[src/rtl/vcmp_pkg.sv]
package vcmp_pkg;
  typedef enum logic [1:0] {
    CMP_LE = 2'd0,
    CMP_LT = 2'd1,
    CMP_EQ = 2'd2
  } cmp_op_e;

  typedef enum logic [2:0] {
    ST_IDLE,
    ST_RUN,
    ST_FIN,
    ST_FALL,
    ST_ILL
  } seq_st_e;
endpackage

[src/rtl/vcmp_decode.sv]
module vcmp_decode
  import vcmp_pkg::*;
(
  input  logic [2:0] funct3_i,
  output cmp_op_e    op_o,
  output logic       bad_o
);
  always_comb begin
    op_o  = CMP_EQ;
    bad_o = 1'b0;
    unique case (funct3_i)
      3'b000:  op_o = CMP_LE;
      3'b001:  op_o = CMP_LT;
      3'b010:  op_o = CMP_EQ;
      default: bad_o = 1'b1;
    endcase
  end
endmodule

[src/rtl/vcmp_elem.sv]
module vcmp_elem
  import vcmp_pkg::*;
#(
  parameter int XLEN = 32
) (
  input  cmp_op_e           op_i,
  input  logic [XLEN-1:0]   a_i,
  input  logic [XLEN-1:0]   b_i,
  output logic              hit_o
);
  logic eq, lt;
  assign eq = (a_i == b_i);
  assign lt = ($signed(a_i) < $signed(b_i));

  always_comb begin
    unique case (op_i)
      CMP_LE:  hit_o = lt | eq;
      CMP_LT:  hit_o = lt;
      default: hit_o = eq;
    endcase
  end
endmodule

[src/rtl/vcmp_seq.sv]
module vcmp_seq
  import vcmp_pkg::*;
#(
  parameter int XLEN = 32,
  parameter int NREG = 32,
  localparam int IDX_W = $clog2(NREG),
  localparam int VL_W  = $clog2(XLEN + 1)
) (
  input  logic             clk_i,
  input  logic             rst_ni,
  input  logic             start_i,
  input  logic [2:0]       funct3_i,
  input  logic [IDX_W-1:0] src1_idx_i,
  input  logic             src1_vec_i,
  input  logic [IDX_W-1:0] src2_idx_i,
  input  logic             src2_vec_i,
  input  logic [IDX_W-1:0] pred_idx_i,
  input  logic [VL_W-1:0]  vl_i,
  output logic [IDX_W-1:0] rf_addr1_o,
  input  logic [XLEN-1:0]  rf_data1_i,
  output logic [IDX_W-1:0] rf_addr2_o,
  input  logic [XLEN-1:0]  rf_data2_i,
  output logic             pred_we_o,
  output logic [IDX_W-1:0] pred_addr_o,
  output logic [XLEN-1:0]  pred_data_o,
  output logic             busy_o,
  output logic             done_o,
  output logic             scalar_br_o,
  output logic             illegal_o
);
  seq_st_e          st_q;
  cmp_op_e          op_d, op_q;
  logic             bad_d, hit, accept, run_w;
  logic [IDX_W-1:0] pred_q;
  logic [VL_W-1:0]  vl_eff, vl_q, cnt_q;
  logic [XLEN-1:0]  mask_q;

  logic [IDX_W-1:0] src_in [2];
  logic             vec_in [2];
  logic [IDX_W-1:0] addr_w [2];
  logic             vec_w  [2];

  assign src_in[0] = src1_idx_i;
  assign src_in[1] = src2_idx_i;
  assign vec_in[0] = src1_vec_i;
  assign vec_in[1] = src2_vec_i;

  assign accept = (st_q == ST_IDLE) && start_i;
  assign run_w  = (st_q == ST_RUN);
  assign vl_eff = (vl_i > VL_W'(XLEN)) ? VL_W'(XLEN) : vl_i;

  vcmp_decode u_dec (
    .funct3_i (funct3_i),
    .op_o     (op_d),
    .bad_o    (bad_d)
  );

  // per-operand index capture and element stepping
  for (genvar k = 0; k < 2; k++) begin : g_opnd
    logic [IDX_W-1:0] src_q;
    logic             vec_q;
    always_ff @(posedge clk_i or negedge rst_ni) begin
      if (!rst_ni) begin
        src_q <= '0;
        vec_q <= 1'b0;
      end else if (accept) begin
        src_q <= src_in[k];
        vec_q <= vec_in[k];
      end
    end
    assign addr_w[k] = vec_q ? src_q + IDX_W'(cnt_q) : src_q;
    assign vec_w[k]  = vec_q;
  end

  vcmp_elem #(.XLEN(XLEN)) u_elem (
    .op_i  (op_q),
    .a_i   (rf_data1_i),
    .b_i   (rf_data2_i),
    .hit_o (hit)
  );

  always_ff @(posedge clk_i or negedge rst_ni) begin
    if (!rst_ni) begin
      st_q   <= ST_IDLE;
      op_q   <= CMP_EQ;
      pred_q <= '0;
      vl_q   <= '0;
      cnt_q  <= '0;
      mask_q <= '0;
    end else begin
      unique case (st_q)
        ST_IDLE: if (start_i) begin
          op_q   <= op_d;
          pred_q <= pred_idx_i;
          vl_q   <= vl_eff;
          cnt_q  <= '0;
          mask_q <= '0;
          if (!src1_vec_i && !src2_vec_i) st_q <= ST_FALL;
          else if (bad_d)                 st_q <= ST_ILL;
          else if (vl_eff == '0)          st_q <= ST_FIN;
          else                            st_q <= ST_RUN;
        end
        ST_RUN: begin
          mask_q <= mask_q | (XLEN'(hit) << cnt_q);
          cnt_q  <= cnt_q + 1'b1;
          if (cnt_q == vl_q - 1'b1) st_q <= ST_FIN;
        end
        default: st_q <= ST_IDLE;
      endcase
    end
  end

  assign rf_addr1_o  = addr_w[0];
  assign rf_addr2_o  = addr_w[1];
  assign busy_o      = (st_q != ST_IDLE);
  assign done_o      = (st_q == ST_FIN);
  assign pred_we_o   = (st_q == ST_FIN);
  assign pred_addr_o = pred_q;
  assign pred_data_o = mask_q;
  assign scalar_br_o = (st_q == ST_FALL);
  assign illegal_o   = (st_q == ST_ILL);
endmodule

[config.mk]
export PLATFORM = sky130hd
export DESIGN_NAME = vcmp_seq
export DESIGN_NICKNAME = d
export VERILOG_FILES = /design/src/rtl/vcmp_pkg.sv /design/src/rtl/vcmp_decode.sv /design/src/rtl/vcmp_elem.sv /design/src/rtl/vcmp_seq.sv
export SDC_FILE = /design/constraint.sdc
export NUM_CORES = 1
export LEC_CHECK = 0
export BUFFER_PORTS_ARGS = -buffer_cell sky130_fd_sc_hd__buf_2
export CORE_MARGIN = 10
export CORE_UTILIZATION = 50
export CTS_CLUSTER_DIAMETER = 120
export DETAILED_ROUTE_END_ITERATION = 10
export PLACE_DENSITY = 0.88
export SLEW_MARGIN = 20
export SYNTH_ARGS = -nofsm -noshare
export SYNTH_HDL_FRONTEND = slang
export SYNTH_HIERARCHICAL = 1
export SYNTH_SLANG_ARGS = --single-unit
[constraint.sdc]
create_clock -name clk_i -period 4.2 [get_ports clk_i]
set_clock_uncertainty 0.2 [all_clocks]
set_input_delay 0 -clock clk_i [delete_from_list [all_inputs] [get_ports clk_i]]
set_output_delay 0 -clock clk_i [all_outputs]
set_load 0.005 [all_outputs]
After elaboration in Yosys (flattened, before gate mapping)
Index checks and enable logic that the tools add are counted.
{"block": "word_totals", "ff_bits": 66, "word_cells": 59, "in_bits": 93, "output_inout_bits": 52}
{"block": "op_classes", "order_cmp": 2, "n_bitwise": 2, "n_reduce_logical": 14, "shift": 1, "eq_ne": 11, "addsub": 4, "n_mux": 15}
{"op": "$pmux W32 S2", "n": 1}
{"op": "$eq A32 B32 Y1", "n": 1}
{"op": "$lt A32 B32 Y1", "n": 1}
{"op": "$mux W32", "n": 1}
{"op": "$or A32 B32 Y32", "n": 1}
{"op": "$shl A1 B6 Y32", "n": 1}
{"op": "$mux W3", "n": 4}
{"op": "$mux W6", "n": 2}
{"op": "$pmux W6 S2", "n": 1}
{"op": "$add A5 B5 Y5", "n": 2}
{"op": "$mux W5", "n": 2}
{"op": "$eq A3 B2 Y1 const B", "n": 3}
{"op": "$add A6 B1 Y6 const B", "n": 1}
{"op": "$eq A3 B1 Y1 const B", "n": 2}
{"op": "$eq A6 B6 Y1", "n": 1}
{"op": "$gt A6 B6 Y1 const B", "n": 1}
{"op": "$logic_not A3 Y1", "n": 2}
{"op": "$logic_not A6 Y1", "n": 1}
{"op": "$pmux W3 S2", "n": 1}
{"op": "$reduce_and A2 Y1", "n": 3}
{"op": "$sub A6 B1 Y6 const B", "n": 1}
{"op": "$pmux W2 S2", "n": 1}
{"op": "$eq A3 B3 Y1 const B", "n": 1}
{"op": "$reduce_bool A3 Y1", "n": 1}
{"op": "other kinds (11)", "n": 13}

Logic depth before layout (Yosys ltp)
{"block": "depth", "ltp_word": 8, "mapped_depth": 12, "mapped_depth_nobuf": 12}

Hierarchy
The synthesis kept the hierarchy.
{"mod": "vcmp_seq", "instances": 1, "seq_area_each_um2": 1652.8, "cells_per_inst": 288, "area_each_um2": 3205.6}
{"mod": "vcmp_elem", "instances": 1, "seq_area_each_um2": 0.0, "cells_per_inst": 115, "area_each_um2": 852.1}
{"mod": "vcmp_decode", "instances": 1, "seq_area_each_um2": 0.0, "cells_per_inst": 3, "area_each_um2": 22.5}

Least setup slack after synthesis
OpenSTA, ideal clock, no wires.
{"block": "synth_timing", "path_kind": "input-to-reg", "from": "input port rf_data2_i[14]", "to": "register mask_q[10], in the netlist pred_data_o[10]", "slack_ns": 1.918, "setup_time_ns": 0.076, "required_ns": 3.924, "t_arrival_ns": 2.006, "path_stages": 9, "n_path_buf": 0, "cell_sequence": "inv_1 > ha_1 > nand4_1 > or4_4 > a2111oi_4 > a211o_1 > nand3b_4 > or3_4 > o21ai_1"}
{"block": "synth_via", "elab_chain_cells": 6, "word_cells_on_any_way": 7, "classes_between": "order compare (1); eq/ne (1); shift (1); mux (2); bitwise (2)"}
{"item": "start, declared", "line_no": "vcmp_seq.sv:22", "source": "input logic [XLEN-1:0] rf_data2_i,"}
{"item": "$lt A32 B32 Y1 or $eq A32 B32 Y1 (tied branches)", "line_no": "vcmp_elem.sv:13, vcmp_elem.sv:12"}
{"item": "$or A1 B1 Y1", "line_no": "vcmp_elem.sv:17", "source": "CMP_LE: hit_o = lt | eq;"}
{"item": "$pmux W1 S2 *", "line_no": "vcmp_elem.sv:16", "source": "unique case (op_i)"}
{"item": "named net hit", "line_no": "vcmp_seq.sv:33", "source": "logic bad_d, hit, accept, run_w;"}
{"item": "$shl A1 B6 Y32 *", "line_no": "vcmp_seq.sv:104", "source": "mask_q <= mask_q | (XLEN'(hit) << cnt_q);"}
{"item": "$or A32 B32 Y32 *", "line_no": "vcmp_seq.sv:104"}
{"item": "$pmux W32 S2 *", "line_no": "vcmp_seq.sv:91", "source": "unique case (st_q)"}
{"item": "end signal, assigned", "line_no": "vcmp_seq.sv:104"}
{"item": "end, declared", "line_no": "vcmp_seq.sv:36", "source": "logic [XLEN-1:0] mask_q;"}
The timed path passes the listed nets; every way through them passes the cells marked *.
A chain may end at the register's enable or synchronous reset.

Worst setup path in the final report
{"block": "layout_timing", "from": "register cnt_q[1]", "to": "output port rf_addr2_o[4]"}
{"block": "layout_via", "elab_chain_cells": 2}
{"item": "start, declared", "line_no": "vcmp_seq.sv:35", "source": "logic [VL_W-1:0] vl_eff, vl_q, cnt_q;"}
{"item": "start signal, assigned", "line_no": "vcmp_seq.sv:105", "source": "cnt_q <= cnt_q + 1'b1;"}
{"item": "$add A5 B5 Y5", "line_no": "vcmp_seq.sv:71", "source": "assign addr_w[k] = vec_q ? src_q + IDX_W'(cnt_q) : src_q;"}
{"item": "$mux W5", "line_no": "vcmp_seq.sv:71"}
{"item": "end, declared", "line_no": "vcmp_seq.sv:21", "source": "output logic [IDX_W-1:0] rf_addr2_o,"}
Every way passes these cells.

==> impl_metrics.json <==
{
  "drc": 0,
  "min_period_ns": 2.893,
  "regArea_um2": 1653,
  "drive_gt1_share_pct": 34.23,
  "cp_data_arrival_time_ns": 2.69,
  "dominantRegCellSynth": "dfrtp_1",
  "startpoint_type": "register",
  "min_period_over_period_pct": 68.88,
  "synthMuxAreaShare_pct": 7.666,
  "hpwl_um": 8892,
  "die_w_um": 110.3,
  "clk_pin_slew_ns": 0.08,
  "drtIter0Drc": 131,
  "cts.sinks": 66,
  "clk_latency_ns": 0.34,
  "vias_per_cell": 5.377,
  "syn-num-nets": 543,
  "powerDensity_nw_per_um2": 505.2,
  "synth_edf_count": 0,
  "multi_input_area_um2": 2208,
  "synth_compound_area_share_pct": 14.78,
  "final_cell_mix": "144 x buf_2, 65 x dfrtp_1, 42 x ha_1",
  "hold_ws_ns": 0.1303,
  "ant_nets": 0,
  "relSlewSlack_pct": 37.45,
  "cts_tree": "built",
  "synth_top_family_by_area": "simple AND/OR/NAND/NOR gates",
  "reg2regPathDepth": 6,
  "io_buffers": 144,
  "vdd_drop_max_uv": 378.8,
  "ys.warnings.count": 6,
  "yosysTopAreaCellShare_pct": 39.87,
  "fp-row-count": 32,
  "coreArea_um2": 7848,
  "synthXorXnorAreaFrac_pct": 2.791,
  "tightestPinTransition_ns": 0.9352,
  "firstDrtPassIters": 4,
  "synth_cell_types": 57,
  "grt_antenna_before_repair": 0,
  "crit_path_end_kind": "primary output",
  "p_total_mw": 2.778,
  "vias": 3737,
  "yosys.area_share.simple_pct": 15.03,
  "setup_ws_ns": 1.307,
  "wirelength_um": 11710,
  "crit_fanout": 14,
  "max_freq_mhz": 345.7,
  "drv_slew": 0,
  "synthCells": 406,
  "synthTopCellsByArea": "dfrtp_1 40%, ha_1 13%, mux2_2 7.2%",
  "required_ns": 4.00,
  "netlist_area_um2": 4080,
  "cts_root_buf": "clkbuf_8",
  "hold_class": "in -> async",
  "critical_path_class": "reg -> out",
  "grt_pass1_vias": 3937,
  "maxCapViolations": 0,
  "start_util_pct": 51.99,
  "post_cts_buffers": 0,
  "synth_area_per_cell_um2": 10.05,
  "track_usage_pct": 19.30,
  "fin_area_um2": 5500,
  "grt_pass1_wl_um": 18790,
  "final_common_cell": "buf_2",
  "diodes": 0,
  "grt_overflow": 0,
  "ys_ff_latch": 66,
  "place_area_um2": 4902,
  "htreeDepth": 3,
  "grt_start_max_net_pins": 46,
  "gp_congestion": 0.9538,
  "setup_violations": 0,
  "finalHoldViolCount": 0,
  "place_ws_ns": 1.558,
  "synth-adder-area-share_pct": 13.86,
  "fillerInstances": 574,
  "async_flop_share_pct": 100.0,
  "power_leakage_nw": 2.895,
  "nNetsFinal": 725,
  "cts_buffers": 9,
  "rsz0062_at_grt": "no",
  "status": "complete, no violations",
  "die_area_um2": 12170,
  "syn2layout_area_growth_pct": 34.81,
  "ys_seq_area_share_pct": 40.51,
  "avgRoutedWirePerCell_um": 16.85,
  "setup_tns_ns": 0,
  "yosysTopAreaCell": "dfrtp_1",
  "pin_count": 145,
  "chipHeight_um": 110.3,
  "clk_path_buf_depth": 2
}
stage by stage:
stage | utilization [%] | std cells
5_1_grt | 70.09 | 695
3_3_place_gp | 62.47 | 642
6_report | 70.09 | 695
4_1_cts | 69.95 | 694
2_1_floorplan | - | 406
3_5_place_dp | 62.47 | 642
final cells by class:
class	instances	area share (%)
multi-input combinational	285	40.15
tap	102	2.320
timing repair buffer	184	20.50
sequential	66	30.05
inverter	42	2.866
clock inverter	7	1.865
clock buffer	9	2.252
power breakdown:
group	total, mW	switching [mW]	internal, mW
clock	0.603	0.263	0.340
sequential	0.991	0.198	0.792
combinational	1.18	0.562	0.622
worst paths after layout:
path	endpoint	slack [ns]	from
worst max register to register	pred_data_o[0]	2.00	op_q[1]
max in group asynchronous	g_opnd[1].vec_q	2.50	rst_ni
min in group clk_i	g_opnd[1].src_q[3]	0.21	src2_idx_i[3]
worst max-delay path	rf_addr2_o[4]	1.31	cnt_q[1]
worst min register to register	pred_data_o[15]	0.28	pred_data_o[15]
worst min-delay path	cnt_q[1]	0.13	rst_ni
cell families after synthesis:
family                     after synthesis
adders and majority gates               44
muxes                                   28
buffers and inverters                   55
AOI/OAI and AO/OA                       89
xor gates and xnor gates                13
DFF                                     66
and+or+nand+nor                        111
metal layers:
metal  wire, um  track usage, %  vias up
met3        985           6.616       13
met1       4389           21.04     1784
met4        149           4.220        0
met5          0               0        -
li1           -               -     1811
met2       6186           35.27      129
critical path, stage by stage (launching register included):
cell and delay [ns]:
dfrtp_1 0.67, inv_1 0.27, fa_1 0.50, nor2b_1 0.14, o21a_1 0.14, nor3_1 0.05, and3b_1 0.24, xor2_1 0.17
buf_2 0.15
synthesized netlist by cell type (3+ instances only):
library cell,n
dfrtp_1,65
nor2_1,13
o21ai_0,27
nor3_1,10
clkbuf_1,5
a22o_1,16
nand3_1,7
xor2_1,3
inv_1,41
a21o_1,5
nor3b_1,5
xnor2_1,10
nand2b_1,7
ha_1,42
nor2b_1,4
buf_2,7
nand2_1,36
o21ai_1,4
and3b_1,3
a21oi_1,17
mux2_2,26
nand3b_1,3
nand4_1,9
sequential cells by signal (all words and copies together) (netlist names):
name,flops
vl_q,6
pred_data_o,32
g_opnd.src_q,10
cnt_q,6
st_q,3
g_opnd.vec_q,2
pred_addr_o,5
op_q,2
what timing repair did:
action,in CTS,in global routing
gates resized for setup,0,0
hold endpoints to repair,50,0
hold buffers,36,0
Power figures use the tool's default switching activity.
